### src/rtl/lfsr_selftest.sv
module lfsr_selftest #(
  parameter logic [2:0]  SEED    = 3'b111,
  parameter int unsigned RUN_LEN = 7,
  parameter logic [2:0]  EXP_SIG = 3'b000
) (
  input  logic       clk,
  input  logic       rst_n,
  input  logic       start,
  output logic       busy,
  output logic       done,
  output logic       pass,
  output logic [2:0] pat_o,
  input  logic [2:0] resp_i
);
  localparam int CW = $clog2(RUN_LEN + 1);
  localparam logic [2:0] SEED_OK = (SEED == 3'b000) ? 3'b111 : SEED;

  logic [2:0]    gen_q, sig_q, gen_nx, sig_nx;
  logic [CW-1:0] cnt_q;
  logic          go, last;

  assign go     = start & ~busy;
  assign last   = busy && (cnt_q == CW'(RUN_LEN - 1));
  assign gen_nx = {gen_q[0] ^ gen_q[2], gen_q[2], gen_q[1]};
  assign sig_nx = {sig_q[0] ^ sig_q[2] ^ resp_i[2],
                   sig_q[2] ^ resp_i[1],
                   sig_q[1] ^ resp_i[0]};
  assign pat_o  = gen_q;

  always_ff @(posedge clk or negedge rst_n) begin
    if (!rst_n) begin
      gen_q <= SEED_OK;
      sig_q <= '0;
      cnt_q <= '0;
      busy  <= 1'b0;
      done  <= 1'b0;
      pass  <= 1'b0;
    end else begin
      done <= 1'b0;
      if (go) begin
        busy  <= 1'b1;
        gen_q <= SEED_OK;
        sig_q <= '0;
        cnt_q <= '0;
        pass  <= 1'b0;
      end else if (busy) begin
        gen_q <= gen_nx;
        sig_q <= sig_nx;
        cnt_q <= cnt_q + 1'b1;
        if (last) begin
          busy <= 1'b0;
          done <= 1'b1;
          pass <= (sig_nx == EXP_SIG);
        end
      end
    end
  end
endmodule


### config.mk
export PLATFORM = sky130hd
export DESIGN_NAME = lfsr_selftest
export DESIGN_NICKNAME = d
export VERILOG_FILES = /design/src/rtl/lfsr_selftest.sv
export SDC_FILE = /design/constraint.sdc
export NUM_CORES = 1
export LEC_CHECK = 0
export CELL_PAD_IN_SITES_DETAIL_PLACEMENT = 0
export CELL_PAD_IN_SITES_GLOBAL_PLACEMENT = 2
export CORE_UTILIZATION = 34
export CTS_BUF_LIST = sky130_fd_sc_hd__clkbuf_2 sky130_fd_sc_hd__clkbuf_4 sky130_fd_sc_hd__clkbuf_8
export CTS_CLUSTER_SIZE = 14
export DETAILED_ROUTE_END_ITERATION = 8
export PLACE_DENSITY = 0.82
export SLEW_MARGIN = 15
export SYNTH_ARGS = -nofsm -noshare
export SYNTH_HDL_FRONTEND = slang
export SYNTH_SLANG_ARGS = --single-unit
### constraint.sdc
create_clock -name clk -period 1.96 [get_ports clk]
set_input_delay 0.588 -clock clk [delete_from_list [all_inputs] [get_ports clk]]
set_output_delay 0.588 -clock clk [all_outputs]
set_load 0.005 [all_outputs]
* After elaboration in Yosys (flattened, before gate mapping)
Cells that the tools add are included.
Operators by class: add/subtract/negate cells 1, equal/unequal tests 1, muxes and demuxes 15, bitwise gates (word level) 7, reduce and logical (&&, ||, !) cells 5
Operators by type and width (number):
- 3-bit two-way mux | 6
- 1-bit two-way mux | 9
- 1-bit bitwise XOR | 5
- 2-bit nonzero test | 2
- 3-bit by 1-bit adder with 3-bit output (second input constant) | 1
- 3-bit == test (second input constant) | 1
- 3-bit zero test | 1
- 2-bit AND reduction | 1
- 1-bit bitwise AND | 1
- 1-bit logical AND | 1
- 1-bit NOT | 1
Storage, ports and cells: register bits 12, input port bits 6, logic and storage cells 35

* Logic depth before layout (Yosys ltp)
Gate-level depths: netlist of the first run.
depth after elaboration 6, mapped depth 5, depth with buffers taken out 5

* Worst setup path before layout of the first run
OpenSTA, ideal clock, no wires.
path type input -> register, from in resp_i[2], to reg pass, library setup time 123 ps, arrival 1037 ps, required time 1837 ps, path slack 800 ps, cell stages on the path 3, cells stage by stage xnor2_2 mux2i_1 o31ai_2
Between the ends: longest elaborated chain between the ends 5
Ends and longest elaborated chain:
- from (decl) | RTL line 13 | input logic [2:0] resp_i
- 1-bit bitwise XOR | RTL line 25 | assign sig_nx = {sig_q[0] ^ sig_q[2] ^ resp_i[2],
- 3-bit zero test | RTL line 53 | pass <= (sig_nx == EXP_SIG);
- 1-bit two-way mux | RTL line 50 | if (last) begin
- 1-bit two-way mux | RTL line 46 | end else if (busy) begin
- 1-bit two-way mux | RTL line 40 | if (go) begin
- to (signal assigned) | RTL line 53
- to (decl) | RTL line 11 | output logic pass,
Every way passes these cells. The select of a mux whose other input is x is not followed. A chain may end at the register's enable or synchronous reset.

* Worst setup path after layout of the first run
from reg gen_q[2] (netlist: pat_o[2]), to out pat_o[2]
RTL lines:
- from (decl) | RTL line 18 | logic [2:0] gen_q, sig_q, gen_nx, sig_nx;
- from (signal assigned) | RTL line 47 | gen_q <= gen_nx;
- to (decl) | RTL line 12 | output logic [2:0] pat_o,
No word-level cell between the ends.

==> results of run 1 <==
## cell families after synthesis
logic type / count (synthesis)
xor gates and xnor gates: 4
adders and majority gates: 2
DFF: 12
and+or+nand+nor: 17
muxes: 3
buffers and inverters: 4
AOI/OAI and AO/OA: 10
## where the power goes
group          total, uW  internal [uW]  switching [uW]
Clock                197            113            84.4
Sequential           502            399             103
Combinational        532            301             230
Total               1230            813             418
## cell usage after synthesis
cell / number
xnor2_1: 2
inv_1: 2
o21ai_1: 3
o21ai_0: 3
a31oi_1: 1
nand3_1: 1
a21oi_1: 1
ha_1: 2
clkbuf_4: 1
nand2_1: 5
dfrtp_1: 9
mux2i_1: 2
xor2_1: 1
mux2_2: 1
nand2b_1: 2
xnor2_2: 1
dfstp_2: 3
nand3b_1: 1
a22o_2: 1
nand3_2: 1
nor2_1: 6
and2_1: 1
inv_2: 1
o31ai_2: 1
## state kept, by name (all words and copies together) (netlist names)
register / flops
done: 1
pass: 1
cnt_q: 3
sig_q: 3
pat_o: 3
busy: 1
## stage by stage
stage	instance area, um2	instances	worst slack [ns]	total power, uW
CTS	742	84	0.0345	1250
global route	742	84	0.00340	1340
floorplan	568	52	0.800	833
finish	742	84	0.0405	1230
global placement	706	80	0.246	1050
detailed placement	706	80	0.266	1040
## metal layers
layer	vias to the layer above	routed length, um	track usage (%)
met5	-	0	0
met4	0	12	5.63
met3	2	44	3.83
met2	14	417	19.1
met1	181	493	18.6
li1	206	-	-
## final cells by class
type                       instances  area share (%)
sequential                        12            41.0
inverter                           3            1.52
multi-input combinational         36            33.1
timing repair buffer              13            16.9
clock buffer                       4            4.89
tap                               16            2.70
## worst max-delay path by stage
stage / from / to / slack [ns] / depth (start not counted)
finish: pat_o[2] / pat_o[2] / 0.04 / 1
global route: pat_o[2] / pat_o[2] / 0.003 / 1
CTS: pat_o[2] / pat_o[2] / 0.03 / 1
detailed placement: resp_i[2] / pass / 0.27 / 4
global placement: resp_i[2] / pass / 0.25 / 4
floorplan: resp_i[2] / pass / 0.80 / 3
==> impl_table.tex, run 1 <==
\begin{tabular}{lr}
\hline
Metric & Value \\
\hline
\multicolumn{2}{l}{\textbf{Logic synthesis}} \\
\quad Library cell occupying the most area in the post-synthesis netlist & dfrtp\_1 \\
\quad Synth warnings & 0 \\
\quad Dominant combinational cell family by area after synthesis & simple AND/OR/NAND/NOR gates \\
\quad Biggest area contributors in the synthesized netlist & dfrtp\_1 (40\%), dfstp\_2 (14\%), ha\_1 (4.4\%) \\
\quad Sequential fraction of the synthesis area & 53.5\% \\
\quad Synthesized area per cell & 10.9 um2 \\
\quad Arithmetic-cell share of the synthesized area counting full adders, half adders and majority gates & 4.41\% \\
\quad Area of the mapped netlist & 568 um2 \\
\quad Synth Area in XOR/XNOR & 7.49\% \\
\quad Post-Synth Simple-Gate Area & 14.5\% \\
\quad Number of cells produced by synthesis & 52 \\
\quad Unique masters post-synth & 24 \\
\quad Multiplexer share of the synthesized area & 5.51\% \\
\quad Post-Synthesis Net Count & 60 \\
\quad Register bit count reported by yosys & 12 \\
\quad Top cell type's share of synthesized area & 39.6\% \\
\quad Compound-gate portion of the synthesized area & 11.2\% \\
\multicolumn{2}{l}{\textbf{Critical path}} \\
\quad Kind of start point of the critical path & register \\
\quad Worst path required time & 1.37 ns \\
\quad Cell count of the worst reg-to-reg path & 5 \\
\quad Worst flop-to-flop path startpoint & busy \\
\quad Critical path's top delay family & flip-flops \\
\quad Largest driver fanout on the critical path & 4 \\
\quad Buffers \& Inverters on Critical Path & 1 \\
\quad Reg-to-reg slack, setup & 0.85 ns \\
\quad End of the worst register-to-register path & cnt\_q[2] \\
\quad Arrival time at the worst endpoint & 1.33 ns \\
\quad Delay of the slowest cell on the worst path & 0.56 ns \\
\quad Endpoint class of the critical path & output pin \\
\quad Critical Setup Path Class & register to output pin \\
\quad Cell-by-cell listing of the critical path & clkdlybuf4s50\_1 \\
\quad Slowest cell on the critical path & dfstp\_2 \\
\multicolumn{2}{l}{\textbf{Clocking}} \\
\quad Hold Buf Count CTS & 0 \\
\quad Maximum buffer depth of the clock tree & 2 \\
\quad Number of buffers inserted by post-CTS setup repair & 0 \\
\quad Number of buffers inserted during clock tree synthesis & 3 \\
\quad Clock latency reported for the late side of the worst-skew pair & 0.27 ns \\
\quad Clock Sink Count & 12 \\
\quad Resized cells post-CTS & 0 \\
\quad CTS Root Buffer Type & clkbuf\_4 \\
\quad H-tree Lvls & 1 \\
\quad Clock-pin slew reported for the worst setup and hold paths after clock tree synthesis & 0.08 ns \\
\quad CTS tree & done \\
\multicolumn{2}{l}{\textbf{Global routing}} \\
\quad Vias in the first global route & 399 \\
\quad Total overflow reported by the global router & 0 \\
\quad First-pass GRT wire length & 1800 um \\
\quad Pin count of the biggest net entering global routing & 14 \\
\quad Overall routing resource usage & 13.3\% \\
\quad Antenna violations before repair & 0 \\
\multicolumn{2}{l}{\textbf{Finish}} \\
\quad Fraction of final layout cells sized beyond drive strength 1 & 22.1\% \\
\quad Area of the multi-input gates & 245 um2 \\
\quad Filler instances & 154 \\
\quad Total Nets Final & 77 \\
\quad Antenna Diode Count & 0 \\
\quad Layout Utilization & 48.1\% \\
\quad Most frequent cells in the layout & clkdlybuf4s50\_1 (11), dfrtp\_1 (9), nor2\_1 (6) \\
\quad Area added between synthesis and finish & 30.6\% \\
\quad Most frequent standard cell in the layout excluding fill and tap cells & clkdlybuf4s50\_1 \\
\quad Area occupied by registers & 304 um2 \\
\multicolumn{2}{l}{\textbf{Route}} \\
\quad Final routed wirelength across all metal layers & 967 um \\
\quad Detailed-route DRC error count & 0 \\
\quad DRC marker count from the first detailed-route iteration & 4 \\
\quad Mean routed wirelength per cell & 11.5 um \\
\quad Post-route ant nets & 0 \\
\quad Vias per Instance & 4.80 \\
\quad 1st-pass router iterations & 4 \\
\quad Routed vias & 403 \\
\multicolumn{2}{l}{\textbf{Floorplan}} \\
\quad Number of rows in the core area & 14 \\
\quad Overall die height & 42.9 um \\
\quad Number of ports placed on the die boundary & 12 \\
\quad Initial standard-cell utilization of the core & 36.9\% \\
\quad Placeable core region & 1540 um2 \\
\quad Width of the die & 42.9 um \\
\quad Area enclosed by the die boundary & 1840 um2 \\
\multicolumn{2}{l}{\textbf{Timing}} \\
\quad Actual transition at the worst max-transition pin & 0.538 ns \\
\quad Worst hold margin & 0.497 ns \\
\quad Clock tree skew after final layout & 0.00491 ns \\
\quad Unrepaired setup endpoints after global routing & false \\
\quad Crit path time final & 1.92 ns \\
\quad Headroom to the max-slew limit & 64.0\% \\
\quad Max Transition Viols Final & 0 \\
\quad Final count of hold timing violations & 0 \\
\quad Crit share post-route & 97.9\% \\
\quad Max Freq & 521 MHz \\
\quad Total negative slack & 0 ns \\
\quad Final count of negative-setup-slack endpoints & 0 \\
\multicolumn{2}{l}{\textbf{Job}} \\
\quad Max-capacitance violation count & 0 \\
\multicolumn{2}{l}{\textbf{Placed design}} \\
\quad Final GP Congestion & 0.771 \\
\quad Estimated wirelength of the detail-placed design & 695 um \\
\quad I/O Buffers & 11 \\
\multicolumn{2}{l}{\textbf{Hold path}} \\
\quad Endpoint, Worst Hold & pat\_o[0] \\
\quad Min-Delay Path Class & register to register \\
\quad Cell depth of the worst hold path & 2 \\
\quad Startpoint of the worst hold path & pat\_o[1] \\
\multicolumn{2}{l}{\textbf{Pwr}} \\
\quad Power per standard cell area & 1660 nW/um2 \\
\quad VDD IR-drop max & 0.000705 V \\
\quad Leakage power summed over all cells & 0.000334 uW \\
\multicolumn{2}{l}{\textbf{Status}} \\
\quad Outcome & complete, no violations \\
\hline
\end{tabular}
No activity file was read; power rests on OpenSTA's default activity.
==> run 2: changes to the inputs <==
--- a/config.mk
+++ b/config.mk
@@ -7,11 +7,11 @@
 export LEC_CHECK = 0
 export CELL_PAD_IN_SITES_DETAIL_PLACEMENT = 0
 export CELL_PAD_IN_SITES_GLOBAL_PLACEMENT = 2
-export CORE_UTILIZATION = 34
+export CORE_UTILIZATION = 32
 export CTS_BUF_LIST = sky130_fd_sc_hd__clkbuf_2 sky130_fd_sc_hd__clkbuf_4 sky130_fd_sc_hd__clkbuf_8
 export CTS_CLUSTER_SIZE = 14
 export DETAILED_ROUTE_END_ITERATION = 8
-export PLACE_DENSITY = 0.82
+export PLACE_DENSITY = 0.78
 export SLEW_MARGIN = 15
 export SYNTH_ARGS = -nofsm -noshare
 export SYNTH_HDL_FRONTEND = slang
==> constraint.sdc (replaced) <==
create_clock -name clk -period 2.11 [get_ports clk]
set_input_delay 0.633 -clock clk [delete_from_list [all_inputs] [get_ports clk]]
set_output_delay 0.633 -clock clk [all_outputs]
set_load 0.005 [all_outputs]
==> impl_table.tex, run 2 (same netlist as run 1, synthesis figures left out) <==
\begin{tabular}{lr}
\hline
Metric & Value \\
\hline
\multicolumn{2}{l}{\textbf{Floorplan}} \\
\quad Overall die height & 44.1 um (+2.9\%) \\
\quad Area enclosed by the die boundary & 1950 um2 (+5.9\%) \\
\quad Initial standard-cell utilization of the core & 36.0\% (-0.82 points) \\
\quad Width of the die & 44.1 um (+2.9\%) \\
\quad Placeable core region & 1580 um2 (+2.3\%) \\
\quad Number of rows in the core area & 14 (unchanged) \\
\quad Number of ports placed on the die boundary & 12 (unchanged) \\
\multicolumn{2}{l}{\textbf{Clocking}} \\
\quad Maximum buffer depth of the clock tree & 2 (unchanged) \\
\quad Clock latency reported for the late side of the worst-skew pair & 0.27 ns (about the same) \\
\quad H-tree Lvls & 1 (unchanged) \\
\quad Clock-pin slew reported for the worst setup and hold paths after clock tree synthesis & 0.08 ns (about the same) \\
\quad CTS Root Buffer Type & clkbuf\_4 \\
\quad Clock Sink Count & 12 (unchanged) \\
\quad Number of buffers inserted during clock tree synthesis & 3 (unchanged) \\
\quad Number of buffers inserted by post-CTS setup repair & 0 (unchanged) \\
\quad Hold Buf Count CTS & 0 (unchanged) \\
\quad CTS tree & done \\
\quad Resized cells post-CTS & 0 (unchanged) \\
\multicolumn{2}{l}{\textbf{Finish}} \\
\quad Antenna Diode Count & 0 (unchanged) \\
\quad Filler instances & 157 (+1.9\%) \\
\quad Area of the multi-input gates & 245 um2 (unchanged) \\
\quad Most frequent cells in the layout & clkdlybuf4s50\_1 (11), dfrtp\_1 (9), nor2\_1 (6) \\
\quad Fraction of final layout cells sized beyond drive strength 1 & 22.1\% (unchanged) \\
\quad Total Nets Final & 77 (unchanged) \\
\quad Most frequent standard cell in the layout excluding fill and tap cells & clkdlybuf4s50\_1 \\
\quad Area occupied by registers & 304 um2 (unchanged) \\
\quad Area added between synthesis and finish & 30.6\% (unchanged) \\
\multicolumn{2}{l}{\textbf{Critical path}} \\
\quad Endpoint class of the critical path & output pin \\
\quad Kind of start point of the critical path & register \\
\quad Critical path's top delay family & flip-flops \\
\quad Slowest cell on the critical path & dfstp\_2 \\
\quad Worst flop-to-flop path startpoint & busy \\
\quad End of the worst register-to-register path & sig\_q[2] \\
\quad Cell count of the worst reg-to-reg path & 4 (-1) \\
\quad Largest driver fanout on the critical path & 4 (unchanged) \\
\quad Delay of the slowest cell on the worst path & 0.56 ns (about the same) \\
\quad Cell-by-cell listing of the critical path & clkdlybuf4s50\_1 \\
\quad Startpoint of the worst setup timing path & pat\_o[2] \\
\quad Critical Setup Path Class & register to output pin \\
\quad Buffers \& Inverters on Critical Path & 1 (unchanged) \\
\quad Reg-to-reg slack, setup & 0.95 ns (+0.10 ns) \\
\quad Arrival time at the worst endpoint & 1.33 ns (about the same) \\
\quad Worst path required time & 1.48 ns (+0.11 ns) \\
\multicolumn{2}{l}{\textbf{Route}} \\
\quad Mean routed wirelength per cell & 12.8 um (+11\%) \\
\quad Final routed wirelength across all metal layers & 1070 um (+11\%) \\
\quad Detailed-route DRC error count & 1 (+1) \\
\quad Post-route ant nets & 0 (unchanged) \\
\quad 1st-pass router iterations & 6 (+2) \\
\quad Vias per Instance & 4.94 (+3.0\%) \\
\quad DRC marker count from the first detailed-route iteration & 6 (+2) \\
\quad Routed vias & 415 (+3.0\%) \\
\multicolumn{2}{l}{\textbf{Global routing}} \\
\quad First-pass GRT wire length & 1810 um (+0.78\%) \\
\quad Antenna violations before repair & 0 (unchanged) \\
\quad Total overflow reported by the global router & 0 (unchanged) \\
\quad Pin count of the biggest net entering global routing & 14 (unchanged) \\
\quad Vias in the first global route & 393 (-1.5\%) \\
\quad Overall routing resource usage & 13.4\% (+0.11 points) \\
\multicolumn{2}{l}{\textbf{Pwr}} \\
\quad VDD IR-drop max & 0.000724 V (+2.8\%) \\
\quad Leakage power summed over all cells & 0.000333 uW (-0.17\%) \\
\quad Power per standard cell area & 1540 nW/um2 (-7.1\%) \\
\multicolumn{2}{l}{\textbf{Timing}} \\
\quad Headroom to the max-slew limit & 64.1\% (+0.12 points) \\
\quad Unrepaired setup endpoints after global routing & false \\
\quad Final count of hold timing violations & 0 (unchanged) \\
\quad Total negative slack & 0 ns (unchanged) \\
\quad Max Freq & 510 MHz \\
\quad Worst hold margin & 0.496 ns (-0.000237 ns) \\
\quad Max Transition Viols Final & 0 (unchanged) \\
\quad Clock tree skew after final layout & 0.000476 ns (-0.00443 ns) \\
\quad Actual transition at the worst max-transition pin & 0.536 ns (-0.00183 ns) \\
\quad Final WS setup & 0.149 ns (+0.108 ns) \\
\quad Crit share post-route & 93.0\% \\
\quad Final count of negative-setup-slack endpoints & 0 (unchanged) \\
\quad Crit path time final & 1.96 ns \\
\multicolumn{2}{l}{\textbf{Status}} \\
\quad Outcome & finished with violations \\
\quad Violated checks & DRC \\
\multicolumn{2}{l}{\textbf{Hold path}} \\
\quad Startpoint of the worst hold path & pat\_o[1] \\
\quad Min-Delay Path Class & register to register \\
\quad Endpoint, Worst Hold & pat\_o[0] \\
\quad Cell depth of the worst hold path & 2 (unchanged) \\
\multicolumn{2}{l}{\textbf{Placed design}} \\
\quad I/O Buffers & 11 (unchanged) \\
\quad Post-placement setup slack & 0.370 ns (+0.104 ns) \\
\quad Final GP Congestion & 0.681 (-12\%) \\
\quad Estimated wirelength of the detail-placed design & 763 um (+9.8\%) \\
\multicolumn{2}{l}{\textbf{Job}} \\
\quad Max-capacitance violation count & 0 (unchanged) \\
\hline
\end{tabular}
-- run 2: cell counts in the layout (fill, tap and decap cells not counted) --
Identical to the previous run, type by type.
-- run 2: routing by layer --
layer  track usage [%]  share of wire (%)  up-vias
li1                  -                  -      204
met1              17.5                 49      198
met2              19.4                 45       11
met3              4.90                4.2        2
met4              7.27                1.3        0
met5                 0                  0        -
-- run 2: worst max-delay path by stage --
| stage | endpoint | slack, ns | cells after the start |
|---|---|---|---|
| floorplan | pass | 0.91 | 3 |
| global placement | pass | 0.36 | 4 |
| detailed placement | pass | 0.37 | 4 |
| CTS | pat_o[2] | 0.14 | 1 |
| global route | pat_o[2] | 0.09 | 1 |
| finish | pat_o[2] | 0.15 | 1 |
-- run 2: power breakdown --
part / internal (uW) / total, uW / switching [uW]
Combinational: 276 / 488 / 213
Sequential: 370 / 469 / 98.8
Clock: 105 / 186 / 81.6
Total: 751 / 1140 / 393
-- run 2: area by class of cell --
cell class / count / area share, %
tap: 16 / 2.70
timing repair buffer: 13 / 16.9
multi-input combinational: 36 / 33.1
clock buffer: 4 / 4.89
inverter: 3 / 1.52
sequential: 12 / 41.0
-- run 2: through the flow --
step / cells / instance area, um2 / total power, uW / utilization (%)
2_1_floorplan: 52 / 568 / 774 / -
3_3_place_gp: 80 / 706 / 960 / 44.8
3_5_place_dp: 80 / 706 / 971 / 44.8
4_1_cts: 84 / 742 / 1160 / 47.1
5_1_grt: 84 / 742 / 1240 / 47.1
6_report: 84 / 742 / 1140 / 47.1
==> run 3: changes to the inputs <==
--- a/config.mk
+++ b/config.mk
@@ -12,6 +12,7 @@
 export CTS_CLUSTER_SIZE = 14
 export DETAILED_ROUTE_END_ITERATION = 8
 export PLACE_DENSITY = 0.78
+export REMOVE_ABC_BUFFERS = 1
 export SLEW_MARGIN = 15
 export SYNTH_ARGS = -nofsm -noshare
 export SYNTH_HDL_FRONTEND = slang
==> impl_table.tex, run 3 (same netlist as run 1, synthesis figures left out) <==
\begin{tabular}{lr}
\hline
Metric & Value \\
\hline
\multicolumn{2}{l}{\textbf{Status}} \\
\quad Outcome & complete, no violations \\
\multicolumn{2}{l}{\textbf{Timing}} \\
\quad Crit path time final & 1.96 ns (-0.00427 ns) \\
\quad Actual transition at the worst max-transition pin & 0.547 ns (+0.0110 ns) \\
\quad Headroom to the max-slew limit & 63.4\% (-0.74 points) \\
\quad Max Transition Viols Final & 0 (unchanged) \\
\quad Final count of hold timing violations & 0 (unchanged) \\
\quad Final count of negative-setup-slack endpoints & 0 (unchanged) \\
\quad Total negative slack & 0 ns (unchanged) \\
\quad Crit share post-route & 92.8\% (-0.20 points) \\
\quad Max Freq & 511 MHz (+0.22\%) \\
\quad Clock tree skew after final layout & 0.00210 ns (+0.00163 ns) \\
\quad Unrepaired setup endpoints after global routing & false \\
\multicolumn{2}{l}{\textbf{Floorplan}} \\
\quad Number of rows in the core area & 14 (unchanged) \\
\quad Width of the die & 44.1 um (unchanged) \\
\quad Number of ports placed on the die boundary & 12 (unchanged) \\
\quad Area enclosed by the die boundary & 1950 um2 (unchanged) \\
\quad Overall die height & 44.1 um (unchanged) \\
\quad Initial standard-cell utilization of the core & 36.0\% (unchanged) \\
\quad Placeable core region & 1580 um2 (unchanged) \\
\multicolumn{2}{l}{\textbf{Critical path}} \\
\quad Critical Setup Path Class & register to output pin \\
\quad Cell-by-cell listing of the critical path & clkdlybuf4s50\_1 \\
\quad Kind of start point of the critical path & register \\
\quad Arrival time at the worst endpoint & 1.32 ns (about the same) \\
\quad Delay of the slowest cell on the worst path & 0.56 ns (about the same) \\
\quad Slowest cell on the critical path & dfstp\_2 \\
\quad End of the worst register-to-register path & sig\_q[2] \\
\quad Worst path required time & 1.48 ns (about the same) \\
\quad Endpoint class of the critical path & output pin \\
\quad Reg-to-reg slack, setup & 0.91 ns (-0.04 ns) \\
\quad Critical path's top delay family & flip-flops \\
\quad Buffers \& Inverters on Critical Path & 1 (unchanged) \\
\quad Largest driver fanout on the critical path & 4 (unchanged) \\
\quad Cell count of the worst reg-to-reg path & 4 (unchanged) \\
\quad Worst flop-to-flop path startpoint & busy \\
\multicolumn{2}{l}{\textbf{Finish}} \\
\quad Most frequent standard cell in the layout excluding fill and tap cells & clkdlybuf4s50\_1 \\
\quad Total Nets Final & 77 (unchanged) \\
\quad Fraction of final layout cells sized beyond drive strength 1 & 22.1\% (unchanged) \\
\quad Design area & 742 um2 (unchanged) \\
\quad Antenna Diode Count & 0 (unchanged) \\
\quad Area added between synthesis and finish & 30.6\% (unchanged) \\
\quad Layout Utilization & 47.1\% (unchanged) \\
\quad Post-Layout Cell Count & 84 (unchanged) \\
\quad Most frequent cells in the layout & clkdlybuf4s50\_1 (11), dfrtp\_1 (9), nor2\_1 (6) \\
\multicolumn{2}{l}{\textbf{Clocking}} \\
\quad Clock Sink Count & 12 (unchanged) \\
\quad Number of buffers inserted during clock tree synthesis & 3 (unchanged) \\
\quad Resized cells post-CTS & 0 (unchanged) \\
\quad Hold Buf Count CTS & 0 (unchanged) \\
\quad CTS tree & done \\
\quad CTS Root Buffer Type & clkbuf\_4 \\
\quad Clock-pin slew reported for the worst setup and hold paths after clock tree synthesis & 0.07 ns (about the same) \\
\quad Maximum buffer depth of the clock tree & 2 (unchanged) \\
\quad Number of buffers inserted by post-CTS setup repair & 0 (unchanged) \\
\quad H-tree Lvls & 1 (unchanged) \\
\quad Clock latency reported for the late side of the worst-skew pair & 0.27 ns (about the same) \\
\multicolumn{2}{l}{\textbf{Pwr}} \\
\quad Switching power of the nets & 392 uW (-0.33\%) \\
\quad Design internal power & 751 uW (about the same) \\
\quad Power per standard cell area & 1540 nW/um2 (-0.14\%) \\
\quad Portion of total power attributed to combinational logic & 43.2\% (+0.5 points) \\
\quad Leakage power summed over all cells & 0.000333 uW (unchanged) \\
\quad Power share of the sequential group & 40.8\% (-0.2 points) \\
\quad Proportion of power drawn by the clock network & 15.9\% (-0.4 points) \\
\quad Switching share of power & 34.3\% (-0.065 points) \\
\quad VDD IR-drop max & 0.000524 V (-28\%) \\
\multicolumn{2}{l}{\textbf{Route}} \\
\quad Routed vias & 419 (+0.96\%) \\
\quad 1st-pass router iterations & 6 (unchanged) \\
\quad Post-route ant nets & 0 (unchanged) \\
\quad Detailed-route DRC error count & 0 (-1) \\
\quad Final routed wirelength across all metal layers & 1050 um (-1.6\%) \\
\quad DRC marker count from the first detailed-route iteration & 7 (+1) \\
\quad Vias per Instance & 4.99 (+0.96\%) \\
\quad Mean routed wirelength per cell & 12.5 um (-1.6\%) \\
\multicolumn{2}{l}{\textbf{Placed design}} \\
\quad I/O Buffers & 11 (unchanged) \\
\quad Placed insts & 80 (unchanged) \\
\quad Final GP Congestion & 0.740 (+8.7\%) \\
\quad Estimated wirelength of the detail-placed design & 766 um (+0.31\%) \\
\quad Cell area after placement & 706 um2 (unchanged) \\
\multicolumn{2}{l}{\textbf{Job}} \\
\quad Max-capacitance violation count & 0 (unchanged) \\
\multicolumn{2}{l}{\textbf{Global routing}} \\
\quad Total overflow reported by the global router & 0 (unchanged) \\
\quad Overall routing resource usage & 14.1\% (+0.65 points) \\
\quad Pin count of the biggest net entering global routing & 14 (unchanged) \\
\quad Vias in the first global route & 418 (+6.4\%) \\
\quad First-pass GRT wire length & 1910 um (+5.3\%) \\
\quad Antenna violations before repair & 0 (unchanged) \\
\multicolumn{2}{l}{\textbf{Hold path}} \\
\quad Startpoint of the worst hold path & pat\_o[2] \\
\quad Cell depth of the worst hold path & 2 (unchanged) \\
\quad Min-Delay Path Class & register to register \\
\quad Endpoint, Worst Hold & pat\_o[1] \\
\hline
\end{tabular}
[run 3: routing by layer]
metal	track usage [%]	vias up	share of wire [%]
li1	-	204	-
met1	17.9	198	50
met2	21.2	15	44
met3	2.45	2	4.2
met4	10.9	0	1.8
met5	0	-	0
[run 3: metrics by stage]
stage	total power, uW	setup WS (ns)	hold WS, ns
floorplan	760	0.905	0.337
global placement	962	0.352	0.494
detailed placement	972	0.341	0.495
CTS	1160	0.136	0.505
global route	1250	0.0828	0.542
finish	1140	0.153	0.498
[run 3: cell type report]
class	count	area (um2)
clock buffer	4	36.3
fill	157	835
inverter	3	11.3
multi-input combinational	36	245
sequential	12	304
tap	16	20.0
timing repair buffer	13	125
[run 3: power by group through the flow]
stage               Combinational (uW)  Sequential, uW  Clock, uW
finish                             494             467        182
global route                       563             484        203
CTS                                502             469        190
detailed placement                 500             472          0
global placement                   492             470          0
floorplan                          276             484          0
[run 3: how the worst max path moves through the flow]
stage                          from  endpoint  cells past startpoint
after floorplan           resp_i[2]      pass                      3
after global routing       pat_o[2]  pat_o[2]                      1
after CTS                  pat_o[0]  pat_o[0]                      1
after detailed placement  resp_i[2]      pass                      4
final                      pat_o[2]  pat_o[2]                      1
after global placement    resp_i[2]      pass                      4
